==> config.mk <==
export PLATFORM = sky130hd
export DESIGN_NAME = dll_loader
export DESIGN_NICKNAME = d
export VERILOG_FILES = /design/src/rtl/dll_pkg.sv /design/src/rtl/dll_regs.sv /design/src/rtl/dll_fetch.sv /design/src/rtl/dll_ctrl.sv /design/src/rtl/dll_loader.sv
export SDC_FILE = /design/constraint.sdc
export NUM_CORES = 1
export LEC_CHECK = 0
export ABC_AREA = 0
export CAP_MARGIN = 20
export CORE_MARGIN = 3
export CORE_UTILIZATION = 50
export DETAILED_ROUTE_END_ITERATION = 8
export PLACE_DENSITY = 0.84
export SLEW_MARGIN = 0
export SYNTH_ARGS = -nofsm -noshare
export SYNTH_HDL_FRONTEND = slang
export SYNTH_SLANG_ARGS = --single-unit
==> constraint.sdc <==
create_clock -name clk -period 2.2 [get_ports clk]
set_input_delay 0.33 -clock clk [delete_from_list [all_inputs] [get_ports clk]]
set_output_delay 0.33 -clock clk [all_outputs]
set_load 0.05 [all_outputs]
==> src/rtl/dll_pkg.sv <==
package dll_pkg;
  typedef enum logic [2:0] {
    ST_IDLE,
    ST_FETCH,
    ST_LOAD,
    ST_RUN,
    ST_WAIT_DONE
  } walk_state_e;

  localparam int REC_WORDS = 4;
  localparam int W_SRC     = 0;
  localparam int W_DST     = 1;
  localparam int W_LEN     = 2;
  localparam int W_LINK    = 3;

  localparam logic [1:0] RA_HEAD = 2'd0;
  localparam logic [1:0] RA_WRAP = 2'd1;
  localparam logic [1:0] RA_CTRL = 2'd2;
  localparam logic [1:0] RA_STAT = 2'd3;

  localparam int CB_GO   = 0;
  localparam int CB_STOP = 1;
  localparam int CB_IEN  = 2;
  localparam int SB_NODE = 0;
  localparam int SB_CHN  = 1;
endpackage

==> src/rtl/dll_regs.sv <==
module dll_regs
  import dll_pkg::*;
#(
  parameter int AW = 32,
  parameter int DW = 32
) (
  input  logic          clk,
  input  logic          rst_n,
  input  logic          wr_en_i,
  input  logic [1:0]    wr_addr_i,
  input  logic [DW-1:0] wr_data_i,
  output logic [AW-1:0] head_o,
  output logic [AW-1:0] wrap_o,
  output logic          irq_en_o,
  output logic          go_o,
  output logic          stop_o,
  output logic          clr_node_o,
  output logic          clr_chain_o
);
  logic [AW-1:0] head_q, wrap_q;
  logic          ien_q;
  logic          head_we, wrap_we, ctrl_we, stat_we;

  assign head_we = wr_en_i && (wr_addr_i == RA_HEAD);
  assign wrap_we = wr_en_i && (wr_addr_i == RA_WRAP);
  assign ctrl_we = wr_en_i && (wr_addr_i == RA_CTRL);
  assign stat_we = wr_en_i && (wr_addr_i == RA_STAT);

  always_ff @(posedge clk or negedge rst_n) begin
    if (!rst_n) begin
      head_q <= '0;
    end else if (head_we) begin
      head_q <= wr_data_i[AW-1:0];
    end
  end

  always_ff @(posedge clk or negedge rst_n) begin
    if (!rst_n) begin
      wrap_q <= '0;
    end else if (wrap_we) begin
      wrap_q <= wr_data_i[AW-1:0];
    end
  end

  always_ff @(posedge clk or negedge rst_n) begin
    if (!rst_n) begin
      ien_q <= 1'b0;
    end else if (ctrl_we) begin
      ien_q <= wr_data_i[CB_IEN];
    end
  end

  assign head_o      = head_q;
  assign wrap_o      = wrap_q;
  assign irq_en_o    = ien_q;
  assign go_o        = ctrl_we && wr_data_i[CB_GO];
  assign stop_o      = ctrl_we && wr_data_i[CB_STOP];
  assign clr_node_o  = stat_we && wr_data_i[SB_NODE];
  assign clr_chain_o = stat_we && wr_data_i[SB_CHN];
endmodule

==> src/rtl/dll_fetch.sv <==
module dll_fetch
  import dll_pkg::*;
#(
  parameter int AW = 32,
  parameter int DW = 32
) (
  input  logic                          clk,
  input  logic                          rst_n,
  input  logic                          active_i,
  input  logic [AW-1:0]                 base_i,
  output logic                          mem_req_o,
  output logic [AW-1:0]                 mem_addr_o,
  input  logic                          mem_rvalid_i,
  input  logic [DW-1:0]                 mem_rdata_i,
  output logic                          rec_done_o,
  output logic [REC_WORDS-1:0][DW-1:0]  rec_words_o
);
  localparam int IDX_W = $clog2(REC_WORDS);

  logic [IDX_W-1:0] idx_q, idx_d;
  logic             pend_q, pend_d;
  logic             take;

  assign take = active_i && pend_q && mem_rvalid_i;

  always_comb begin
    idx_d  = idx_q;
    pend_d = pend_q;
    if (!active_i) begin
      idx_d  = '0;
      pend_d = 1'b0;
    end else if (!pend_q) begin
      pend_d = 1'b1;
    end else if (mem_rvalid_i) begin
      pend_d = 1'b0;
      idx_d  = idx_q + 1'b1;
    end
  end

  always_ff @(posedge clk or negedge rst_n) begin
    if (!rst_n) begin
      idx_q  <= '0;
      pend_q <= 1'b0;
    end else begin
      idx_q  <= idx_d;
      pend_q <= pend_d;
    end
  end

  for (genvar w = 0; w < REC_WORDS; w++) begin : g_word
    always_ff @(posedge clk or negedge rst_n) begin
      if (!rst_n) begin
        rec_words_o[w] <= '0;
      end else if (take && (idx_q == IDX_W'(w))) begin
        rec_words_o[w] <= mem_rdata_i;
      end
    end
  end

  assign mem_req_o  = active_i && !pend_q;
  assign mem_addr_o = base_i + AW'({idx_q, 2'b00});
  assign rec_done_o = take && (idx_q == IDX_W'(REC_WORDS - 1));
endmodule

==> src/rtl/dll_ctrl.sv <==
module dll_ctrl
  import dll_pkg::*;
#(
  parameter int AW = 32,
  parameter int DW = 32,
  parameter int LW = 16
) (
  input  logic                          clk,
  input  logic                          rst_n,
  input  logic                          go_i,
  input  logic                          stop_i,
  input  logic                          clr_node_i,
  input  logic                          clr_chain_i,
  input  logic [AW-1:0]                 head_i,
  input  logic [AW-1:0]                 wrap_i,
  input  logic                          rec_done_i,
  input  logic [REC_WORDS-1:0][DW-1:0]  rec_words_i,
  input  logic                          xfer_done_i,
  output logic                          fetch_active_o,
  output logic [AW-1:0]                 cur_ptr_o,
  output logic                          load_valid_o,
  output logic [AW-1:0]                 cfg_src_o,
  output logic [AW-1:0]                 cfg_dst_o,
  output logic [LW-1:0]                 cfg_len_o,
  output logic                          node_sts_o,
  output logic                          chain_sts_o,
  output logic                          busy_o
);
  walk_state_e   st_q, st_d;
  logic [AW-1:0] ptr_q, ptr_d;
  logic [AW-1:0] link_q;
  logic          stop_q, stop_d;
  logic          node_q, node_d;
  logic          chain_q, chain_d;
  logic          set_node, set_chain, clr_chain_go;
  logic          ld_en;
  logic [AW-1:0] link_fix;

  if (LW < DW) begin : g_len_trim
    logic unused_len_hi;
    assign unused_len_hi = ^rec_words_i[W_LEN][DW-1:LW];
  end

  assign ld_en    = (st_q == ST_LOAD);
  assign link_fix = ((wrap_i != '0) && (link_q == wrap_i)) ? head_i : link_q;

  always_comb begin
    st_d         = st_q;
    ptr_d        = ptr_q;
    stop_d       = stop_q;
    set_node     = 1'b0;
    set_chain    = 1'b0;
    clr_chain_go = 1'b0;
    if (stop_i && (st_q != ST_IDLE)) begin
      stop_d = 1'b1;
    end
    unique case (st_q)
      ST_IDLE: begin
        stop_d = 1'b0;
        if (go_i) begin
          if (head_i == '0) begin
            set_chain = 1'b1;
          end else begin
            clr_chain_go = 1'b1;
            ptr_d        = head_i;
            st_d         = ST_FETCH;
          end
        end
      end
      ST_FETCH: begin
        if (rec_done_i) st_d = ST_LOAD;
      end
      ST_LOAD: begin
        st_d = ST_RUN;
      end
      ST_RUN: begin
        if (xfer_done_i) st_d = ST_WAIT_DONE;
      end
      ST_WAIT_DONE: begin
        set_node = 1'b1;
        if (stop_q || stop_i) begin
          stop_d = 1'b0;
          st_d   = ST_IDLE;
        end else if (link_q == '0) begin
          set_chain = 1'b1;
          st_d      = ST_IDLE;
        end else begin
          ptr_d = link_fix;
          st_d  = ST_FETCH;
        end
      end
      default: st_d = ST_IDLE;
    endcase
  end

  always_comb begin
    node_d  = (node_q && !clr_node_i) || set_node;
    chain_d = (chain_q && !clr_chain_i && !clr_chain_go) || set_chain;
  end

  always_ff @(posedge clk or negedge rst_n) begin
    if (!rst_n) begin
      st_q    <= ST_IDLE;
      ptr_q   <= '0;
      stop_q  <= 1'b0;
      node_q  <= 1'b0;
      chain_q <= 1'b0;
    end else begin
      st_q    <= st_d;
      ptr_q   <= ptr_d;
      stop_q  <= stop_d;
      node_q  <= node_d;
      chain_q <= chain_d;
    end
  end

  always_ff @(posedge clk or negedge rst_n) begin
    if (!rst_n) begin
      cfg_src_o <= '0;
      cfg_dst_o <= '0;
      cfg_len_o <= '0;
      link_q    <= '0;
    end else if (ld_en) begin
      cfg_src_o <= rec_words_i[W_SRC][AW-1:0];
      cfg_dst_o <= rec_words_i[W_DST][AW-1:0];
      cfg_len_o <= rec_words_i[W_LEN][LW-1:0];
      link_q    <= rec_words_i[W_LINK][AW-1:0];
    end
  end

  always_ff @(posedge clk or negedge rst_n) begin
    if (!rst_n) begin
      load_valid_o <= 1'b0;
    end else begin
      load_valid_o <= ld_en;
    end
  end

  assign fetch_active_o = (st_q == ST_FETCH);
  assign cur_ptr_o      = ptr_q;
  assign node_sts_o     = node_q;
  assign chain_sts_o    = chain_q;
  assign busy_o         = (st_q != ST_IDLE);
endmodule

==> src/rtl/dll_loader.sv <==
module dll_loader
  import dll_pkg::*;
#(
  parameter int AW = 32,
  parameter int DW = 32,
  parameter int LW = 16
) (
  input  logic          clk,
  input  logic          rst_n,
  input  logic          reg_wr_en,
  input  logic [1:0]    reg_wr_addr,
  input  logic [DW-1:0] reg_wr_data,
  output logic          mem_req,
  output logic [AW-1:0] mem_addr,
  input  logic          mem_rvalid,
  input  logic [DW-1:0] mem_rdata,
  output logic          load_valid,
  output logic [AW-1:0] cfg_src,
  output logic [AW-1:0] cfg_dst,
  output logic [LW-1:0] cfg_len,
  input  logic          xfer_done,
  output logic          busy,
  output logic          node_sts,
  output logic          chain_sts,
  output logic          irq
);
  logic [AW-1:0] head, wrap, cur_ptr;
  logic          irq_en, go, stop, clr_node, clr_chain;
  logic          fetch_active, rec_done;
  logic [REC_WORDS-1:0][DW-1:0] rec_words;

  dll_regs #(.AW(AW), .DW(DW)) u_regs (
    .clk         (clk),
    .rst_n       (rst_n),
    .wr_en_i     (reg_wr_en),
    .wr_addr_i   (reg_wr_addr),
    .wr_data_i   (reg_wr_data),
    .head_o      (head),
    .wrap_o      (wrap),
    .irq_en_o    (irq_en),
    .go_o        (go),
    .stop_o      (stop),
    .clr_node_o  (clr_node),
    .clr_chain_o (clr_chain)
  );

  dll_fetch #(.AW(AW), .DW(DW)) u_fetch (
    .clk          (clk),
    .rst_n        (rst_n),
    .active_i     (fetch_active),
    .base_i       (cur_ptr),
    .mem_req_o    (mem_req),
    .mem_addr_o   (mem_addr),
    .mem_rvalid_i (mem_rvalid),
    .mem_rdata_i  (mem_rdata),
    .rec_done_o   (rec_done),
    .rec_words_o  (rec_words)
  );

  dll_ctrl #(.AW(AW), .DW(DW), .LW(LW)) u_ctrl (
    .clk            (clk),
    .rst_n          (rst_n),
    .go_i           (go),
    .stop_i         (stop),
    .clr_node_i     (clr_node),
    .clr_chain_i    (clr_chain),
    .head_i         (head),
    .wrap_i         (wrap),
    .rec_done_i     (rec_done),
    .rec_words_i    (rec_words),
    .xfer_done_i    (xfer_done),
    .fetch_active_o (fetch_active),
    .cur_ptr_o      (cur_ptr),
    .load_valid_o   (load_valid),
    .cfg_src_o      (cfg_src),
    .cfg_dst_o      (cfg_dst),
    .cfg_len_o      (cfg_len),
    .node_sts_o     (node_sts),
    .chain_sts_o    (chain_sts),
    .busy_o         (busy)
  );

  assign irq = node_sts && irq_en;
endmodule

==> metrics, run 1 <==
outcome finished with violations; failing checks negative setup slack; CP Data Required Time 1.87 ns; die height 177 um; WL met2 18300 um; # H-tree levels 2; DP Worst Slack -0.194 ns; DRT iter0 DRCs 651; final std cells w/o fill 1754; RSZ-0062 raised after global routing true; syn nets 1162; Seq. cell area 8280 sq um; via count 10200; Final ANT Viol Nets 0; final WL 38000 um; Fin Setup TNS -12.78 ns; crit path launch type flip-flop; dpl hpwl 25500 um; CP max FO 2; Max VDD drop 0.532 mV; sw frac 26.9%; Synth Warn # 0; Seq/Total Area, Yosys 56.5%; clock sinks 331; most frequent cells in the layout dfrtp_1, mux2_2, clkdlybuf4s50_1, buf_4, buf_12; count of pins over their slew limit 0; Syn Std Cell Area 14700 sq um; total track usage 23.8%; Final period util 131%; synthesized instance count 1084; grt ovf 0; Clk network pwr share 37.0%; Tot Pwr 0.0161 W; area grow syn2layout 35.3%; Avg Cell Area, Syn 13.5 sq um; #FFs+latches synth 331; largest net degree at the start of global routing 78; placed insts 1669; share of layout cells above drive strength 1 41.8%; switching pwr 0.00434 W; Clock Tree Root clkbuf_16; Routability Congestion 0.953; maximum clock rate 0.348 GHz; clock buffer depth 3; Die Area 31400 sq um; uppermost layer routed met5; P_leak 8.99 nW; Die Wd 177 um; drt via density 5.84; Core Area 28800 sq um; # fillers 1904; Worst path slowest cell dfrtp_1; worst-margin pin slew 0.576 ns; I/O Buffers 188; Setup Viol. Count Final 28; vias in the first global route 10600; top cell type's share of synthesized area 56.5%; area leader, netlist dfrtp_1; slew margin rel. 61.5%; Final Hold Viols 0; routed length on met3 2770 um; Post-Route M1 WL 15900 um; WHS 0.331 ns; kind of critical path reg2out; Initial Util 50.9%; antenna violations before repair 3; synth top area cells dfrtp_1, mux2_2, xnor2_1; critical path endpoint category output port; first-pass iteration count of the detailed router 5; area of the multi-input gates 6630 sq um; Comb pwr share 19.7%; Worst Path Arrival 2.54 ns; max incr delay on CP 0.37 ns; clk slew on worst S/H paths 0.06 ns; clock buffer count from CTS 35; DRC viols 0; Cell Pwr Density 814 nW/um^2; Avg WL per Cell 21.7 um; maxcap violations 0; Seq pwr share 43.3%; fin crit period 2.87 ns; CP cell instances ha_2 > fa_2 > nand4_1 > buf_4 > or2_4 > nor2_4 > and4_4 > xor2_4 > buf_12; # rows 62; most common cell after layout, fill and taps aside dfrtp_1; Worst Hold Class in2async; worst skew pair latency 0.51 ns; post-synth cell types 48; Layout Nets 1421; Setup WS post-layout -0.675 ns; TritonCTS clock tree done; P_int 0.0118 W; Ports 189; first-pass GRT wire length 59100 um; clk_skew 0.0196 ns
-- worst paths after layout --
kind / from / end / slack, ns / cells after the start
setup / recovery: u_ctrl.cur_ptr_o[2]$_DFFE_PN0P_ / mem_addr[16] / -0.67 / 9
hold / removal: rst_n / u_ctrl.cfg_len_o[1]$_DFFE_PN0P_ / 0.33 / 2
setup reg to reg: u_ctrl.link_q[4]$_DFFE_PN0P_ / u_ctrl.cur_ptr_o[3]$_DFFE_PN0P_ / 0.02 / 8
hold reg to reg: u_fetch.rec_words_o[38]$_DFFE_PN0P_ / u_fetch.rec_words_o[38]$_DFFE_PN0P_ / 0.49 / 1
max in group asynchronous: rst_n / u_fetch.rec_words_o[20]$_DFFE_PN0P_ / 1.11 / 3
min in group clk: reg_wr_data[20] / u_regs.head_o[20]$_DFFE_PN0P_ / 0.47 / 2
-- synth_stat cells, drive strengths merged --
cell    instances
a21o            1
a21oi           6
a311oi          1
a31o           32
a31oi          32
a41oi          32
and2            4
and3            4
and3b           1
and4            6
and4b           1
buf            43
clkbuf         27
dfrtp         331
fa              1
ha              6
inv             2
mux2          289
nand2          46
nand2b          1
nand3          14
nand3b          1
nand4          22
nand4b          1
nor2           14
nor2b          32
nor3           34
nor3b           2
nor4           28
o211a           1
o211ai          1
o21ai           1
o31ai           1
or2             3
or3             1
or3b            1
xnor2          53
xor2            8
-- flip-flops by register name, summed over array words and instances, names as in the netlist --
name and cells:
u_ctrl.cfg_src_o 32, u_ctrl.link_q 32, u_ctrl.cur_ptr_o 32, u_fetch.pend_q 1
u_ctrl.stop_q 1, u_fetch.idx_q 2, u_regs.wrap_o 32, u_regs.irq_en_o 1
u_ctrl.load_valid_o 1, u_ctrl.cfg_dst_o 32, u_ctrl.chain_sts_o 1, u_ctrl.st_q 3
u_ctrl.node_sts_o 1, u_ctrl.cfg_len_o 16, u_fetch.rec_words_o 112, u_regs.head_o 32
-- layer usage --
layer | global-route usage, % | up-vias
met2 | 38.2 | 425
met4 | 7.66 | 2
li1 | - | 4504
met1 | 32.7 | 5227
met3 | 4.93 | 77
met5 | 0 | -
-- final cells by class --
| class | instances | share of cell area, % |
|---|---|---|
| Antenna cell | 2 | 0.0252 |
| Clock buffer | 52 | 5.31 |
| Clock inverter | 10 | 0.650 |
| Inverter | 2 | 0.0379 |
| Multi-Input combinational cell | 681 | 33.4 |
| Sequential cell | 331 | 41.8 |
| Tap cell | 384 | 2.42 |
| Timing Repair Buffer | 292 | 16.3 |
-- repair_timing --
action | in CTS | in global routing
resized for setup | 46 | 20
cloned | 0 | 4
endpoints found under the hold margin | 42 | 0
endpoints found under the setup margin | 29 | 33
pin swaps | 25 | 17
setup buffers | 7 | 11
hold buffers | 1 | 0
-- worst max-delay path, delay by kind of cell (launching register included) --
kind / cells / cell delay, ns
simple gates: 4 / 0.77
fa+ha+maj: 2 / 0.41
flops: 1 / 0.37
buf+inv: 2 / 0.33
xor+xnor: 1 / 0.17
-- through the flow --
step	instance area [sq um]	util, %
CTS	19600	68.0
detailed placement	18100	62.8
floorplan	15000	-
global route	19800	68.9
finish	19800	68.9
global placement	18100	62.8
-- power by group through the flow --
stage          Clock, W  Combinational (W)  Sequential [W]
2_1_floorplan         0            0.00159         0.00699
3_3_place_gp          0            0.00296         0.00703
3_5_place_dp          0            0.00302         0.00706
4_1_cts         0.00609            0.00313         0.00696
5_1_grt         0.00633            0.00336         0.00703
6_report        0.00598            0.00317         0.00699
-- kinds of logic (layout without fill, tap and decap cells) --
group	after synthesis	in the layout	share of synthesized area (%)
flops	331	331	56.5
mux	289	289	22.2
simple gates	216	216	8.48
compound gates	108	108	5.76
buf+inv	72	356	2.72
xor+xnor	61	61	3.65
fa+ha+maj	7	7	0.649
other cells	0	2	0
(Power assumes the default switching activity.)
==> run 2: changes to the inputs <==
--- a/config.mk
+++ b/config.mk
@@ -9,8 +9,9 @@
 export CAP_MARGIN = 20
 export CORE_MARGIN = 3
 export CORE_UTILIZATION = 50
+export CTS_BUF_LIST = sky130_fd_sc_hd__clkbuf_8 sky130_fd_sc_hd__clkbuf_16
 export DETAILED_ROUTE_END_ITERATION = 8
-export PLACE_DENSITY = 0.84
+export PLACE_DENSITY = 0.76
 export SLEW_MARGIN = 0
 export SYNTH_ARGS = -nofsm -noshare
 export SYNTH_HDL_FRONTEND = slang
==> run 2 against run 1 <==
Net effect:
- the flow still finishes with violations (negative setup slack)
- largest power group unchanged
- flip-flop and latch count did not move
- clock skew fell by 0.0025 ns
- power fell by 2.3%
- worst setup slack improved by 0.058 ns
- wire length fell by 3.3%
- via count fell by 2.3%
- global-route usage fell by 0.60 points
- critical path depth fell by 1
- maximum frequency rose by 2.0%
- clock power fell by 7.4%
==> metrics, run 2 (synthesized netlist as in run 1, its figures left out) <==
FF-to-FF End u_ctrl.cur_ptr_o[3]$_DFFE_PN0P_; share of layout cells above drive strength 1 41.7% (-0.097 points); Final period util 128% (-2.6 points); Max VDD drop 0.520 mV (-2.2%); clk slew on worst S/H paths 0.06 ns (about the same); largest net degree at the start of global routing 72 (-7.7%); Routability Congestion 0.932 (-2.2%); kind of critical path reg2out; grt ovf 0 (unchanged); DRC viols 0 (unchanged); maximum clock rate 0.355 GHz (+2.0%); Die Wd 177 um (unchanged); Worst path slowest cell dfrtp_1; Setup WS post-layout -0.617 ns (+0.0575 ns); Die Area 31400 sq um (unchanged); first-pass iteration count of the detailed router 5 (unchanged); # fillers 1989 (+4.5%); final WL 36800 um (-3.3%); area grow syn2layout 34.6%; crit path launch type flip-flop; CP Data Required Time 1.87 ns (about the same); failing checks negative setup slack; clock buffer depth 3 (unchanged); Tot Pwr 0.0158 W (-2.3%); Worst R2R Start u_ctrl.link_q[22]$_DFFE_PN0P_; DP Area 18100 sq um (+0.32%); antenna violations before repair 1 (-2); Buf/Inv on CP 2 (unchanged); P_leak 8.99 nW (about the same); Avg WL per Cell 21.0 um (-3.0%); total track usage 23.2% (-0.60 points); Layout Nets 1421 (unchanged); worst reg2reg path depth 7 (-1); CP max FO 3 (+1); TritonCTS clock tree done; critical path endpoint category output port; drt via density 5.72 (-2.0%); Worst Hold Class in2async; Ports 189 (unchanged); antenna diode count 0 (-2); WHS 0.341 ns (+0.00982 ns); max incr delay on CP 0.44 ns (+0.07 ns); via count 9997 (-2.3%); die height 177 um (unchanged); most frequent cells in the layout dfrtp_1, mux2_2, clkdlybuf4s50_1, buf_4, buf_12; clock buffer count from CTS 34 (-2.9%); Final ANT Viol Nets 0 (unchanged); maxcap violations 0 (unchanged); slew margin rel. 62.8% (+1.3 points); count of pins over their slew limit 0 (unchanged); DRT iter0 DRCs 690 (+6.0%); vias in the first global route 10200 (-3.5%); dpl hpwl 25200 um (-1.1%); I/O Buffers 188 (unchanged); CP cell instances buf_6 > fa_2 > nand4_1 > or2_2 > nor2_2 > and4_4 > xor2_4 > buf_12; Core Area 28800 sq um (unchanged); Final Hold Viols 0 (unchanged); worst skew pair latency 0.51 ns (about the same); Final Cell Area 19700 sq um (-0.52%); # H-tree levels 2 (unchanged); Setup Viol. Count Final 28 (unchanged); RSZ-0062 raised after global routing true; worst-margin pin slew 0.556 ns (-0.0201 ns); max reg flops 112 (unchanged); reg2reg setup slack 0.07 ns (+0.05 ns); Clock Tree Root clkbuf_16; outcome finished with violations; largest register by flop count u_fetch.rec_words_o; fin crit period 2.82 ns (-0.0575 ns); Worst Path Arrival 2.49 ns (-0.05 ns); Initial Util 50.9% (unchanged); family with the most delay on the worst path simple AND/OR/NAND/NOR gates; # rows 62 (unchanged); most common cell after layout, fill and taps aside dfrtp_1; first-pass GRT wire length 57500 um (-2.7%); clk_skew 0.0171 ns (-0.00254 ns); clock sinks 331 (unchanged); Cell Pwr Density 799 nW/um^2 (-1.8%)
==> run 2: what timing repair did <==
action / 4_1_cts / 5_1_grt
setup buffers: 10 / 11
gates resized for setup: 39 / 26
gates cloned: 0 / 2
hold buffers: 1 / 0
endpoints found under the hold margin: 48 / 0
pin swaps: 24 / 21
setup endpoints to repair: 29 / 37
==> run 2: report_power, final <==
group | leakage [nW] | switching [W] | total [W] | internal [W]
clock | 0.568 | 0.00229 | 0.00554 | 0.00325
sequential | 4.39 | 0.000452 | 0.00695 | 0.00650
combinational | 4.03 | 0.00160 | 0.00327 | 0.00167
==> run 2: cell type report <==
type	count	area, sq um	share of cell area, %
Clock buffer	39	931	4.72
Timing Repair Buffer	293	3280	16.6
Sequential cell	331	8280	42.0
Inverter	2	7.51	0.0381
Tap cell	384	480	2.44
Clock inverter	18	138	0.698
Multi-Input combinational cell	681	6600	33.5
==> run 2: worst max path at each step <==
stage | cells after the start | end | start
2_1_floorplan | 7 | mem_addr[31] | u_fetch.idx_q[1]$_DFFE_PN0P_
3_3_place_gp | 10 | mem_addr[30] | u_ctrl.cur_ptr_o[2]$_DFFE_PN0P_
3_5_place_dp | 10 | mem_addr[28] | u_ctrl.cur_ptr_o[2]$_DFFE_PN0P_
4_1_cts | 9 | mem_addr[26] | u_ctrl.cur_ptr_o[2]$_DFFE_PN0P_
5_1_grt | 9 | mem_addr[26] | u_ctrl.cur_ptr_o[2]$_DFFE_PN0P_
6_report | 8 | mem_addr[16] | u_fetch.idx_q[1]$_DFFE_PN0P_
==> run 2: per-layer routing <==
metal	up-vias	GRT usage, %	wire, um
met4	0	5.76	828
met3	63	4.70	2630
met5	-	0	0
met2	354	36.5	17600
met1	5078	33.4	15700
li1	4502	-	-
==> run 2: per-stage QoR <==
stage                     TNS, ns  worst slack (ns)  instances  utilization (%)
after global routing       -15.17            -0.802       1748             68.5
after detailed placement   -0.973            -0.174       1670             63.0
after floorplan            -0.803            -0.175       1084                -
after global placement     -0.514            -0.129       1670             63.0
final                      -12.33            -0.617       1748             68.5
after CTS                  -12.15            -0.635       1738             67.7
==> run 2: worst reg2reg max path: stages (launching register included) <==
cell	delay, ns
dfrtp_1	0.48
xnor2_2	0.24
nand4_1	0.23
nor4_4	0.30
buf_4	0.18
buf_6	0.27
a31o_2	0.20
a31oi_1	0.10
